==> src/rtl/adc_ctrl_pkg.sv <==
// Package adc_ctrl_pkg
// Shared field positions, widths and the sequencer state type for the
// ADC control and power sequencer. Assumes a 32-bit control word.
package adc_ctrl_pkg;
    localparam int unsigned WORD_W   = 32;
    localparam int unsigned DIV_W    = 8;
    localparam int unsigned LP_BIT   = 10;
    localparam int unsigned CAL_BIT  = 30;
    localparam logic [WORD_W-1:0] STORED_MASK =
        (WORD_W'(1) << CAL_BIT) | (WORD_W'(1) << LP_BIT) | WORD_W'((1 << DIV_W) - 1);

    typedef enum logic [1:0] {
        SEQ_IDLE = 2'd0,
        SEQ_WARM = 2'd1,
        SEQ_BUSY = 2'd2
    } seq_state_t;
endpackage

==> src/rtl/adc_clk_div.sv <==
// Module adc_clk_div
// Produces the converter clock as a one-cycle enable every (div+1) system
// clocks. In asynchronous mode the enable is held high and div is unused.
// Assumes div may change at any time; the counter wraps on reaching it.
module adc_clk_div #(
    parameter int unsigned DIV_W = 8
) (
    input  logic             clk,
    input  logic             rst_n,
    input  logic             async_mode,
    input  logic [DIV_W-1:0] div,
    output logic             tick
);
    logic [DIV_W-1:0] cnt_q;
    logic             wrap;

    // Terminal count reached (>= so a lowered div takes effect at once)
    assign wrap = (cnt_q >= div);

    // Count system clocks between enables
    always_ff @(posedge clk) begin
        if (!rst_n) begin
            cnt_q <= '0;
        end else if (async_mode || wrap) begin
            cnt_q <= '0;
        end else begin
            cnt_q <= cnt_q + 1'b1;
        end
    end

    // Enable output
    assign tick = async_mode | wrap;
endmodule

==> src/rtl/adc_ctrl_reg.sv <==
// Module adc_ctrl_reg
// Stores the divide field, the low-power select and the calibration bit.
// A write that sets the calibration bit also takes the other fields and
// raises a one-cycle start pulse; while the bit is set, writes are dropped
// and the completion input clears it. Unstored bits read as zero.
module adc_ctrl_reg
    import adc_ctrl_pkg::*;
#(
    parameter int unsigned DIV_W = adc_ctrl_pkg::DIV_W
) (
    input  logic              clk,
    input  logic              rst_n,
    input  logic              reg_wr,
    input  logic [WORD_W-1:0] reg_wdata,
    input  logic              cal_done,
    output logic [DIV_W-1:0]  div,
    output logic              lowpwr,
    output logic              cal_start,
    output logic [WORD_W-1:0] rdata
);
    logic [DIV_W-1:0] div_q;
    logic             lp_q;
    logic             cal_q;
    logic             cal_start_q;

    // Register update with calibration write-lock
    always_ff @(posedge clk) begin
        if (!rst_n) begin
            div_q       <= '0;
            lp_q        <= 1'b0;
            cal_q       <= 1'b0;
            cal_start_q <= 1'b0;
        end else begin
            cal_start_q <= 1'b0;
            if (cal_q) begin
                if (cal_done) begin
                    cal_q <= 1'b0;
                end
            end else if (reg_wr) begin
                div_q <= reg_wdata[DIV_W-1:0];
                lp_q  <= reg_wdata[LP_BIT];
                if (reg_wdata[CAL_BIT]) begin
                    cal_q       <= 1'b1;
                    cal_start_q <= 1'b1;
                end
            end
        end
    end

    // Read-back assembly; unstored positions are zero
    always_comb begin
        rdata                 = '0;
        rdata[DIV_W-1:0]      = div_q;
        rdata[LP_BIT]         = lp_q;
        rdata[CAL_BIT]        = cal_q;
    end

    assign div       = div_q;
    assign lowpwr    = lp_q;
    assign cal_start = cal_start_q;
endmodule

==> src/rtl/adc_pwr_seq.sv <==
// Module adc_pwr_seq
// Power and sample sequencer. In full-power mode the analog section follows
// the enable and a request starts a sample in the next clock. In low-power
// mode a request powers up, waits WARM_SHORT or WARM_LONG converter ticks,
// then samples; after the conversion it powers down unless a request is
// held. Assumes conv_done is only given while a conversion is running.
module adc_pwr_seq
    import adc_ctrl_pkg::*;
#(
    parameter int unsigned WARM_SHORT = 15,
    parameter int unsigned WARM_LONG  = 30
) (
    input  logic clk,
    input  logic rst_n,
    input  logic adc_en,
    input  logic lowpwr,
    input  logic res10,
    input  logic tick,
    input  logic trig,
    input  logic conv_done,
    output logic pwr_up,
    output logic sample_start
);
    localparam int unsigned WMAX  = (WARM_LONG > WARM_SHORT) ? WARM_LONG : WARM_SHORT;
    localparam int unsigned CNT_W = $clog2(WMAX + 1);

    seq_state_t       state_q;
    logic [CNT_W-1:0] wcnt_q;
    logic [CNT_W-1:0] last_tick;
    logic             pend_q;
    logic             start_q;

    // Index of the final warm-up tick for the selected resolution
    assign last_tick = res10 ? CNT_W'(WARM_LONG - 1) : CNT_W'(WARM_SHORT - 1);

    // Sequencer state, warm-up count and held request
    always_ff @(posedge clk) begin
        if (!rst_n) begin
            state_q <= SEQ_IDLE;
            wcnt_q  <= '0;
            pend_q  <= 1'b0;
            start_q <= 1'b0;
        end else begin
            start_q <= 1'b0;
            if (!adc_en) begin
                state_q <= SEQ_IDLE;
                wcnt_q  <= '0;
                pend_q  <= 1'b0;
            end else begin
                case (state_q)
                    SEQ_IDLE: begin
                        if (trig) begin
                            if (lowpwr) begin
                                state_q <= SEQ_WARM;
                                wcnt_q  <= '0;
                            end else begin
                                state_q <= SEQ_BUSY;
                                start_q <= 1'b1;
                            end
                        end
                    end
                    SEQ_WARM: begin
                        if (tick) begin
                            if (wcnt_q >= last_tick) begin
                                state_q <= SEQ_BUSY;
                                start_q <= 1'b1;
                                wcnt_q  <= '0;
                            end else begin
                                wcnt_q <= wcnt_q + 1'b1;
                            end
                        end
                    end
                    SEQ_BUSY: begin
                        if (conv_done) begin
                            if (pend_q || trig) begin
                                start_q <= 1'b1;
                                pend_q  <= 1'b0;
                            end else begin
                                state_q <= SEQ_IDLE;
                            end
                        end else if (trig) begin
                            pend_q <= 1'b1;
                        end
                    end
                    default: state_q <= SEQ_IDLE;
                endcase
            end
        end
    end

    // Power request: enable-gated, held on outside idle in low-power mode
    assign pwr_up       = adc_en & (~lowpwr | (state_q != SEQ_IDLE));
    assign sample_start = start_q;
endmodule

==> src/rtl/adc_ctrl_seq.sv <==
// Module adc_ctrl_seq (top)
// Control word, converter clock enable and power/sample sequencer for an
// ADC. Triggers are level-sampled: each high cycle is one request.
module adc_ctrl_seq
    import adc_ctrl_pkg::*;
#(
    parameter int unsigned WARM_SHORT = 15,
    parameter int unsigned WARM_LONG  = 30
) (
    input  logic        clk,
    input  logic        rst_n,
    input  logic        reg_wr,
    input  logic [31:0] reg_wdata,
    output logic [31:0] reg_rdata,
    input  logic        async_mode,
    input  logic        adc_en,
    input  logic        res10,
    input  logic        hw_trig,
    input  logic        sw_trig,
    output logic        conv_tick,
    output logic        pwr_up,
    output logic        sample_start,
    input  logic        conv_done,
    output logic        cal_start,
    input  logic        cal_done
);
    logic [DIV_W-1:0] div;
    logic             lowpwr;
    logic             trig;

    // Merge the two request sources
    assign trig = hw_trig | sw_trig;

    adc_ctrl_reg #(.DIV_W(DIV_W)) reg_i (
        .clk       (clk),
        .rst_n     (rst_n),
        .reg_wr    (reg_wr),
        .reg_wdata (reg_wdata),
        .cal_done  (cal_done),
        .div       (div),
        .lowpwr    (lowpwr),
        .cal_start (cal_start),
        .rdata     (reg_rdata)
    );

    adc_clk_div #(.DIV_W(DIV_W)) div_i (
        .clk        (clk),
        .rst_n      (rst_n),
        .async_mode (async_mode),
        .div        (div),
        .tick       (conv_tick)
    );

    adc_pwr_seq #(.WARM_SHORT(WARM_SHORT), .WARM_LONG(WARM_LONG)) seq_i (
        .clk          (clk),
        .rst_n        (rst_n),
        .adc_en       (adc_en),
        .lowpwr       (lowpwr),
        .res10        (res10),
        .tick         (conv_tick),
        .trig         (trig),
        .conv_done    (conv_done),
        .pwr_up       (pwr_up),
        .sample_start (sample_start)
    );
endmodule

==> config.mk <==
export PLATFORM = sky130hd
export DESIGN_NAME = adc_ctrl_seq
export DESIGN_NICKNAME = d
export VERILOG_FILES = /design/src/rtl/adc_ctrl_pkg.sv /design/src/rtl/adc_clk_div.sv /design/src/rtl/adc_ctrl_reg.sv /design/src/rtl/adc_pwr_seq.sv /design/src/rtl/adc_ctrl_seq.sv
export SDC_FILE = /design/constraint.sdc
export NUM_CORES = 1
export LEC_CHECK = 0
export BUFFER_PORTS_ARGS = -buffer_cell sky130_fd_sc_hd__buf_4
export CORE_ASPECT_RATIO = 0.6
export CORE_MARGIN = 8
export CORE_UTILIZATION = 40
export CTS_CLUSTER_DIAMETER = 80
export DETAILED_ROUTE_END_ITERATION = 10
export PLACE_DENSITY = 0.75
export SETUP_SLACK_MARGIN = 0.05
export SLEW_MARGIN = 20
export SYNTH_ARGS = -nofsm -noshare
export SYNTH_HDL_FRONTEND = slang
export SYNTH_SLANG_ARGS = --single-unit
==> constraint.sdc <==
create_clock -name clk -period 1.77 [get_ports clk]
set_input_delay 0.0885 -clock clk [delete_from_list [all_inputs] [get_ports clk]]
set_output_delay 0.0885 -clock clk [all_outputs]
set_load 0.05 [all_outputs]
==> results.md, run 1 <==
* Outcome: complete, but fails checks
* Failing checks: negative setup slack
* Total power at 0.00169 W
* WL final at 4780 um
* Synthesis Warnings at 0
* RSZ-0062 raised after global routing: true
* # rows at 18
* Global route overflow at 0
* Die height at 65.9 um
* Fin crit share at 109%
* Worst R2R Start: reg_i.div[6]$_SDFFE_PN0P_
* Register area at 592 sq um
* Cells after Synth at 192
* Hold Path Class: input pin to register
* Pwr dens at 704 mW/mm^2
* Max_cap viols at 0
* H-tree depth at 1
* Clock buffer depth at 2
* Starting Density at 40.9%
* Routed vias/inst at 4.88
* Peak Freq at 0.520 GHz
* Flops & latches, synth at 28
* Lkg Pwr at 1.06 nW
* Max rail drop VDD at 0.473 mV
* Hpwl dp at 3110 um
* Antenna Cells at 0
* Sequential-to-total area share from yosys stat at 33.8%
* Share of the synthesized area in the top cell type at 33.8%
* CTS tree: built
* Async set-reset flop share out of synthesis at 0%
* Sink Count at 28
* Initial DRC Count at 100
* DIE WIDTH at 99.1 um
* Critical path class: register to primary output
* Final ANT Viol Nets at 0
* Cell area after placement at 0.00209 sq mm
* Post-synth EDFFs at 0
* Count of cell types in the netlist at 39
* 1st-pass router iterations at 4
* Mapped Area at 0.00166 sq mm
* Post-layout min period at 1.92 ns
* Final hold vios at 0
* Synth Flop Type: dfxtp_1
* Share of layout cells above drive strength 1 at 42.6%
* DR WL/cell at 15.9 um
* PortBufs at 33
* Hold-critical path depth at 3
* # IOs at 78
* Largest net degree at the start of global routing at 17
* Syn Area/Cell at 8.63 sq um
* Core area at 0.00405 sq mm
* Most common cell after layout, fill and taps aside: buf_4
* Layout area overhead at 44.7%
* GR Util All Layers at 13.2%
* WHS at 0.0484 ns
* Critical path endpoint category: primary output
* CTS buffer count at 3
* Final worst slack at -0.153 ns
* Top post-synthesis cells by area: dfxtp_1 34%, buf_4 11%, ha_1 9.8%
* CP startpoint kind: register
* Area leader, netlist: dfxtp_1
* Die footprint at 0.00653 sq mm
* Nets at 307
* DRC Markers at 0
* Worst R2R Path Depth at 7
* Most frequent cells in the layout: 52 x buf_4, 25 x nand2_1, 22 x conb_1, 17 x dfxtp_1, 11 x inv_1
* Critical R2R Capture: seq_i.wcnt_q[2]$_SDFFE_PN0P_
* Slew Viols, Final at 0
* Flop-to-flop setup slack at -0.14 ns
* CTS root buf: clkbuf_8
* Multi-input gate area at 0.00112 sq mm
* Initial antenna violation count at 0
* Clk Latency, worst-skew pair at 0.28 ns
* Hold Startpoint: reg_wdata[1]
* First-pass GRT wire length at 7060 um
* CP max FO at 4
* Clock-pin slew on the worst setup and hold paths at 0.10 ns
* Hold Path Sink: reg_i.div[1]$_SDFFE_PN0P_
* Vias at 1,468
* Fill count at 338
* Final number of setup-violating endpoints at 17
* WP data required at 1.68 ns
* Fin area at 0.00240 sq mm
* Placer Congestion at 0.850
* Worst path arrival time at 1.83 ns
* Post-layout utilization of the core at 59.2%
* Vias in the first global route at 1,480
* Clock skew at 0.00720 ns
## per-stage QoR
step           instances  setup TNS [ns]  setup slack [ns]
2_1_floorplan        213          -0.420            -0.170
3_3_place_gp         292          -0.212           -0.0943
3_5_place_dp         292          -0.198           -0.0842
4_1_cts              300          -0.526            -0.113
5_1_grt              301           -2.55            -0.219
6_report             301           -1.44            -0.153
## cells in the mapped netlist, types with 2 or more instances
cell and number:
nor3_1 2, a211oi_1 3, o21ai_0 4, clkbuf_1 3, a21boi_0 10, nand3_1 10
a21oi_1 2, a21o_1 3, nand2_1 26, xnor2_1 3, inv_1 15, dfxtp_1 28
and3_1 4, nand2b_1 3, ha_1 13, nor2b_1 2, a22o_1 2, buf_4 24
xor2_1 5, nor2_1 11
## routing by layer
metal,vias up,wire [um],track usage (%)
li1,726,-,-
met1,682,2050,15.6
met2,50,2380,23.4
met3,10,254,4.10
met4,0,97,2.81
met5,-,0,0
## registers in the layout, indices dropped and copies added (netlist names)
signal,count
seq_i.wcnt_q,5
reg_i.cal_q,1
reg_i.cal_start,1
seq_i.sample_start,1
reg_i.lowpwr,1
seq_i.pend_q,1
reg_i.div,8
seq_i.state_q,2
div_i.cnt_q,8
## power by group
group,total (W),internal [W],switching [W]
clock network,0.000510,0.000303,0.000207
logic,0.000513,0.000184,0.000329
registers,0.000664,0.000647,0.0000163
## cell type report
type                    count  area share (%)
clock inverters             1            1.25
multi-input cells         143            46.6
inverters                  15            2.35
flip-flops and latches     28            24.7
clock buffers               3            1.72
repair buffers             61            20.8
well taps                  50            2.61
## timing repair
| item | CTS | global route |
|---|---|---|
| resized for setup | 22 | 25 |
| buffers inserted | 3 | 1 |
| setup endpoints to repair | 17 | 17 |
| pin swaps | 10 | 7 |
| endpoints found under the hold margin | 1 | 0 |
| hold buffers | 1 | 0 |
## worst max path at each step
| stage | depth (start not counted) | slack (ns) | start | to |
|---|---|---|---|---|
| floorplan | 7 | -0.17 | reg_i.div[4]$_SDFFE_PN0P_ | seq_i.wcnt_q[2]$_SDFFE_PN0P_ |
| global placement | 7 | -0.09 | reg_i.div[3]$_SDFFE_PN0P_ | seq_i.wcnt_q[2]$_SDFFE_PN0P_ |
| detailed placement | 7 | -0.08 | reg_i.div[3]$_SDFFE_PN0P_ | seq_i.wcnt_q[2]$_SDFFE_PN0P_ |
| CTS | 9 | -0.11 | reg_i.div[2]$_SDFFE_PN0P_ | seq_i.state_q[0]$_SDFFE_PN0P_ |
| global route | 7 | -0.22 | reg_i.div[1]$_SDFFE_PN0P_ | conv_tick |
| finish | 7 | -0.15 | reg_i.div[1]$_SDFFE_PN0P_ | conv_tick |
## worst max-delay path, cell delays in order, from the launching register on
cell and delay [ns]:
dfxtp_4 0.36, inv_1 0.04, ha_1 0.20, nor4_1 0.41
a211o_4 0.24, buf_6 0.11, nand2_4 0.04, buf_8 0.14
## logic make-up (layout without fill, tap and decap cells)
group	Yosys count	in the layout	synth area share [%]
AO/OA/AOI/OAI	37	37	18.6
flip-flops	28	28	33.8
multiplexers	3	3	2.19
AND/OR/NAND/NOR	60	60	16.2
XOR/XNOR	8	8	4.23
buffers and inverters	42	80	14.9
other	1	22	0.226
adder cells (fa/ha/maj)	13	13	9.81
(Power assumes the default switching activity.)
==> inputs of run 2 (changes only) <==
ABC_AREA = 1   (was unset)
PLACE_DENSITY = 0.74   (was 0.75)
TNS_END_PERCENT = 30   (was unset)
==> run 2 against run 1 <==
  * The run now ends clean
  * Die area rose by 3.4%
  * Via count rose by 2.7%
  * Sequential share of layout area is 1.6 points higher
  * First-iteration DRC count rose by 2.0%
  * Routed wire length down 16%
  * Maximum frequency increased by 13%
  * Worst hold slack worse by 0.037 ns
  * Global-route usage down 1.2 points
  * Largest power group unchanged
==> results.md, run 2 <==
* Outcome: completed
* DR WL/cell at 11.8 um (-26%)
* Critical path endpoint category: primary output
* Vias in the first global route at 1,420 (-4.1%)
* Most common cell in the netlist: nand2_1
* H-tree depth at 1 (unchanged)
* Vias at 1,508 (+2.7%)
* RSZ-0062 raised after global routing: true
* Crit path depth at 7 (unchanged)
* # IOs at 78 (unchanged)
* 1st-pass router iterations at 5 (+1)
* PortBufs at 33 (unchanged)
* Cell Count, Final, Fillers Out at 340 (+13%)
* Sequential-to-total area share from yosys stat at 32.4% (-1.4 points)
* Final number of setup-violating endpoints at 0 (-17)
* Worst path max stage delay at 0.45 ns (+0.04 ns)
* Clock buffer depth at 2 (unchanged)
* Post-synth EDFFs at 0 (unchanged)
* Post-layout min period at 1.71 ns (-0.218 ns)
* Slew Viols, Final at 0 (unchanged)
* Die height at 66.9 um (+1.6%)
* WP data required at 1.68 ns (about the same)
* Flop-to-flop setup slack at 0.10 ns (+0.24 ns)
* Fin crit share at 96.3% (-12 points)
* Syn Area/Cell at 7.20 sq um (-17%)
* Worst path slowest cell: dfxtp_1
* WL final at 4000 um (-16%)
* Cells after Synth at 240 (+25%)
* Initial antenna violation count at 0 (unchanged)
* Share of layout cells above drive strength 1 at 31.1% (-12 points)
* Die footprint at 0.00675 sq mm (+3.4%)
* First-pass GRT wire length at 6430 um (-8.9%)
* Starting Density at 41.9% (+1.0 points)
* Mapped Area at 0.00173 sq mm (+4.2%)
* Flops & latches, synth at 28 (unchanged)
* Synth Flop Type: dfxtp_1
* Hold-critical path depth at 3 (unchanged)
* Worst slew margin at 65.2%
* Actual slew at the worst max-slew pin at 0.522 ns
* Clock skew at 0.00748 ns (+0.000277 ns)
* Critical path class: register to primary output
* Hold Path Class: input pin to register
* CTS buffer count at 3 (unchanged)
* Most frequent cells after synthesis: 41 x nand2_1, 39 x nor2_1, 30 x inv_1
* Placer Congestion at 0.814 (-4.2%)
* Final hold vios at 0 (unchanged)
* Sink Count at 28 (unchanged)
* Worst path arrival time at 1.62 ns (-0.21 ns)
* Bufs and invs on worst path at 2 (-1)
* Max rail drop VDD at 0.406 mV (-14%)
* Layout area overhead at 26.6%
* Share of the synthesized area in the top cell type at 32.4% (-1.4 points)
* Most frequent cells in the layout: 38 x nor2_1, 36 x nand2_1, 36 x buf_4, 27 x inv_1, 22 x conb_1
* Pwr dens at 818 mW/mm^2 (+16%)
* CTS root buf: clkbuf_8
* Placed cell count at 331 (+13%)
* CP startpoint kind: register
* Fin area at 0.00219 sq mm (-8.8%)
* Area leader, netlist: dfxtp_1
* Antenna Cells at 0 (unchanged)
* GR Util All Layers at 12.0% (-1.2 points)
* Critical-path cell list: ha_4, a21oi_2, nor2_1, nor2_2, buf_4, nand2_4, buf_8
* DIE WIDTH at 101 um (+1.8%)
* # rows at 18 (unchanged)
* Initial DRC Count at 102 (+2.0%)
* Clock-pin slew on the worst setup and hold paths at 0.10 ns (about the same)
* Top post-synthesis cells by area: dfxtp_1 32%, buf_4 10%, ha_1 9.4%
* Final ANT Viol Nets at 0 (unchanged)
* Core area at 0.00412 sq mm (+1.7%)
* Worst R2R Path Depth at 15 (+8)
* WHS at 0.0119 ns (-0.0366 ns)
* Crit path max-delay family: flip-flops
* Cell area after placement at 0.00198 sq mm (-5.0%)
* Most common cell after layout, fill and taps aside: nor2_1
* DRC Markers at 0 (unchanged)
* Largest net degree at the start of global routing at 18 (+1)
* Count of cell types in the netlist at 28 (-28%)
* Lkg Pwr at 1.05 nW (-0.91%)
* Routed vias/inst at 4.44 (-9.1%)
* Nets at 336 (+9.4%)
* Max_cap viols at 0 (unchanged)
* Synthesis Warnings at 0 (unchanged)
* Clk Latency, worst-skew pair at 0.29 ns (about the same)
* CP max FO at 4 (unchanged)
* Global route overflow at 0 (unchanged)
* Async set-reset flop share out of synthesis at 0% (unchanged)
* Hpwl dp at 2940 um (-5.3%)
* Peak Freq at 0.586 GHz (+13%)
* CTS tree: built
run 2: layout make-up:
type / count / area (sq um)
Timing Repair Buffer: 40 / 318
Multi-Input combinational cell: 172 / 1010
Tap cell: 60 / 75.1
Sequential cell: 28 / 574
Inverter: 36 / 135
Fill cell: 393 / 1930
Clock inverter: 1 / 30.0
Clock buffer: 3 / 41.3
run 2: cells by family after synthesis:
kind of cell | synth area share, %
AOI/OAI and AO/OA | 8.11
xor gates and xnor gates | 3.04
adders and majority gates | 9.41
buffers and inverters | 18.8
DFF | 32.4
other | 0.217
and+or+nand+nor | 28.0
run 2: per-stage QoR:
step / TNS (ns) / util [%] / setup slack (ns) / total power, W
after global placement: 0 / 48.1 / 0.133 / 0.00121
after detailed placement: 0 / 48.1 / 0.0695 / 0.00122
after floorplan: 0 / - / 0.0645 / 0.00114
after CTS: 0 / 51.5 / 0.0428 / 0.00176
final: 0 / 53.1 / 0.0649 / 0.00179
after global routing: -0.0429 / 53.1 / -0.0243 / 0.00187
run 2: worst reg2reg max path: cells and delay by family, from the launching register on:
family | cells | cell delay (ns)
AND/OR/NAND/NOR | 11 | 0.81
flip-flops | 1 | 0.35
adder cells (fa/ha/maj) | 1 | 0.25
buffers and inverters | 3 | 0.20
run 2: path summary, 6_finish.rpt:
| check | start | to |
|---|---|---|
| worst max-delay path | div_i.cnt_q[5]$_SDFF_PP0_ | conv_tick |
| worst min-delay path | reg_wdata[0] | reg_i.div[0]$_SDFFE_PN0P_ |
| worst max register to register | div_i.cnt_q[0]$_SDFF_PP0_ | seq_i.wcnt_q[2]$_SDFFE_PN0P_ |
| worst min register to register | reg_i.div[2]$_SDFFE_PN0P_ | reg_i.div[2]$_SDFFE_PN0P_ |
run 2: what timing repair did:
item                                    4_1_cts  5_1_grt
endpoints found under the setup margin        4       16
gates resized for setup                       8       12
pin swaps                                     6       11
cloned                                        1        0
hold buffers                                  1        0
setup buffers                                 2        1
hold endpoints to repair                      1        0
run 2: power by group:
| part | total, W | leakage, nW | internal [W] | switching, W |
|---|---|---|---|---|
| Combinational | 0.000570 | 0.783 | 0.000177 | 0.000394 |
| Sequential | 0.000697 | 0.232 | 0.000668 | 0.0000295 |
| Clock | 0.000522 | 0.0357 | 0.000304 | 0.000218 |
| Total | 0.00179 | 1.05 | 0.00115 | 0.000641 |
run 2: per-layer routing:
metal	vias up	GRT usage [%]	wire length (um)
li1	782	-	-
met1	676	15.0	1890
met2	48	18.4	1780
met3	2	4.16	295
met4	0	5.05	36
met5	-	0	0
==> inputs of run 3 (changes only) <==
CORE_UTILIZATION = 42   (was 40)
GPL_ROUTABILITY_DRIVEN = 0   (was unset)
PLACE_DENSITY = 0.78   (was 0.74)
==> run 3 against run 2 <==
  * Setup slack lost 0.0022 ns
  * Core utilization grew 0.16 points
  * Final cell count fell by 2.6%
  * Largest cell class unchanged
  * Non-clock buffer count is 1 higher
  * Sequential share of layout area up 0.56 points
  * Critical endpoint unchanged
  * Global-route usage down 0.39 points
  * Largest power group unchanged
  * Critical path depth increased by 5
  * Worst hold slack improved by 0.0027 ns
  * Via count is 0.20% lower
==> results.md, run 3 (synthesis results as in run 2) <==
* Clock buffer depth at 2 (unchanged)
* Lkg Pwr at 1.06 nW (+0.47%)
* Outcome: completed
* CP startpoint kind: register
* CTS root buf: clkbuf_8
* DRC Markers at 0 (unchanged)
* Final number of setup-violating endpoints at 0 (unchanged)
* Vias at 1,505 (-0.20%)
* Die height at 65.7 um (-1.8%)
* Core area at 0.00403 sq mm (-2.2%)
* Worst slew margin at 66.6% (+1.5 points)
* Pwr dens at 827 mW/mm^2 (+1.1%)
* Nets at 337 (+0.30%)
* Hold-critical path depth at 3 (unchanged)
* # IOs at 78 (unchanged)
* DIE WIDTH at 98.8 um (-2.0%)
* Max_cap viols at 0 (unchanged)
* Layout area overhead at 24.2%
* Slew Viols, Final at 0 (unchanged)
* Cell area after placement at 0.00198 sq mm (-0.25%)
* Hpwl dp at 2920 um (-0.78%)
* Actual slew at the worst max-slew pin at 0.500 ns (-0.0223 ns)
* Most frequent cells in the layout: 38 x nand2_1, 38 x nor2_1, 38 x buf_4, 27 x inv_1, 22 x conb_1
* Final ANT Viol Nets at 0 (unchanged)
* Clock-pin slew on the worst setup and hold paths at 0.10 ns (about the same)
* First-pass GRT wire length at 6240 um (-3.0%)
* Antenna Cells at 0 (unchanged)
* Routed vias/inst at 4.55 (+2.5%)
* 1st-pass router iterations at 4 (-1)
* Post-layout min period at 1.71 ns (+0.00219 ns)
* Final hold vios at 0 (unchanged)
* Global route overflow at 0 (unchanged)
* Peak Freq at 0.586 GHz (-0.13%)
* # rows at 18 (unchanged)
* Hold Startpoint: reg_wdata[0]
* Worst R2R Path Depth at 14 (-1)
* Placed cell count at 322 (-2.7%)
* DR WL/cell at 11.6 um (-1.7%)
* WHS at 0.0145 ns (+0.00267 ns)
* Starting Density at 42.9% (+0.94 points)
* Worst path arrival time at 1.62 ns (about the same)
* WP data required at 1.68 ns (about the same)
* GR Util All Layers at 11.6% (-0.39 points)
* Initial antenna violation count at 0 (unchanged)
* H-tree depth at 1 (unchanged)
* Fin area at 0.00215 sq mm (-1.9%)
* Critical Path Start: div_i.cnt_q[0]$_SDFF_PP0_
* Worst R2R Start: div_i.cnt_q[0]$_SDFF_PP0_
* Total power at 0.00178 W (-0.81%)
* Clk Latency, worst-skew pair at 0.29 ns (about the same)
* CTS buffer count at 3 (unchanged)
* Share of layout cells above drive strength 1 at 30.6% (-0.47 points)
* Fin crit share at 96.5% (+0.12 points)
* WL final at 3830 um (-4.4%)
* Critical path class: register to primary output
* Max rail drop VDD at 0.409 mV (+0.73%)
* Sink Count at 28 (unchanged)
* Critical path endpoint category: primary output
* Largest net degree at the start of global routing at 18 (unchanged)
* Initial DRC Count at 112 (+9.8%)
* RSZ-0062 raised after global routing: true
* Die footprint at 0.00649 sq mm (-3.8%)
* Clock skew at 0.00858 ns (+0.00110 ns)
* Cell Count, Final, Fillers Out at 331 (-2.6%)
* PortBufs at 33 (unchanged)
* Hold Path Class: input pin to register
* CP max FO at 2 (-2)
* Vias in the first global route at 1,435 (+1.1%)
* CTS tree: built
run 3: cell types whose count changed in the layout (fill, tap and decap cells not counted), sizes merged:
cell,previous run,this run
buf,39,40
run 3: worst paths after layout:
kind	slack, ns	endpoint
max	0.06	conv_tick
min	0.01	reg_i.div[0]$_SDFFE_PN0P_
max reg2reg	0.11	seq_i.wcnt_q[2]$_SDFFE_PN0P_
min reg2reg	0.48	reg_i.div[1]$_SDFFE_PN0P_
run 3: power breakdown:
part           switching, W  internal (W)  leakage, nW
Combinational      0.000386      0.000171        0.787
Sequential        0.0000297      0.000668        0.233
Clock              0.000217      0.000304       0.0357
run 3: layout make-up:
type	instances	area, sq um
fillers	351	1890
multi-input cells	172	980
flip-flops and latches	28	576
repair buffers	41	322
inverters	36	135
well taps	50	62.6
clock buffers	3	41.3
clock inverters	1	30.0
run 3: worst max-delay path: stages, from the launching register on:
cell     delay (ns)
dfxtp_2        0.35
inv_2          0.04
ha_4           0.25
inv_2          0.03
nand2_1        0.05
nand2_1        0.06
nand2_1        0.06
nand2_1        0.06
nand2_2        0.06
nand2_2        0.06
buf_6          0.12
nand2_4        0.07
buf_8          0.14
run 3: layer usage:
| layer | vias to the layer above | wire (um) | track usage [%] |
|---|---|---|---|
| met2 | 39 | 1820 | 20.9 |
| met4 | 0 | 42 | 2.66 |
| met3 | 6 | 161 | 2.95 |
| met5 | - | 0 | 0 |
| li1 | 780 | - | - |
| met1 | 680 | 1800 | 13.6 |
run 3: per-stage QoR:
step / TNS, ns / util (%) / worst slack [ns]
after floorplan: 0 / - / 0.0645
after global placement: 0 / 49.1 / 0.208
after detailed placement: 0 / 49.1 / 0.151
after CTS: 0 / 52.1 / 0.0588
after global routing: -0.0406 / 53.2 / -0.0212
final: 0 / 53.2 / 0.0627
run 3: what timing repair did:
item / 4_1_cts / 5_1_grt
hold buffers: 1 / 0
setup buffers: 2 / 1
gates resized for setup: 6 / 9
endpoints found under the hold margin: 1 / 0
pin swaps: 2 / 6
endpoints found under the setup margin: 1 / 9
cloned: 0 / 1
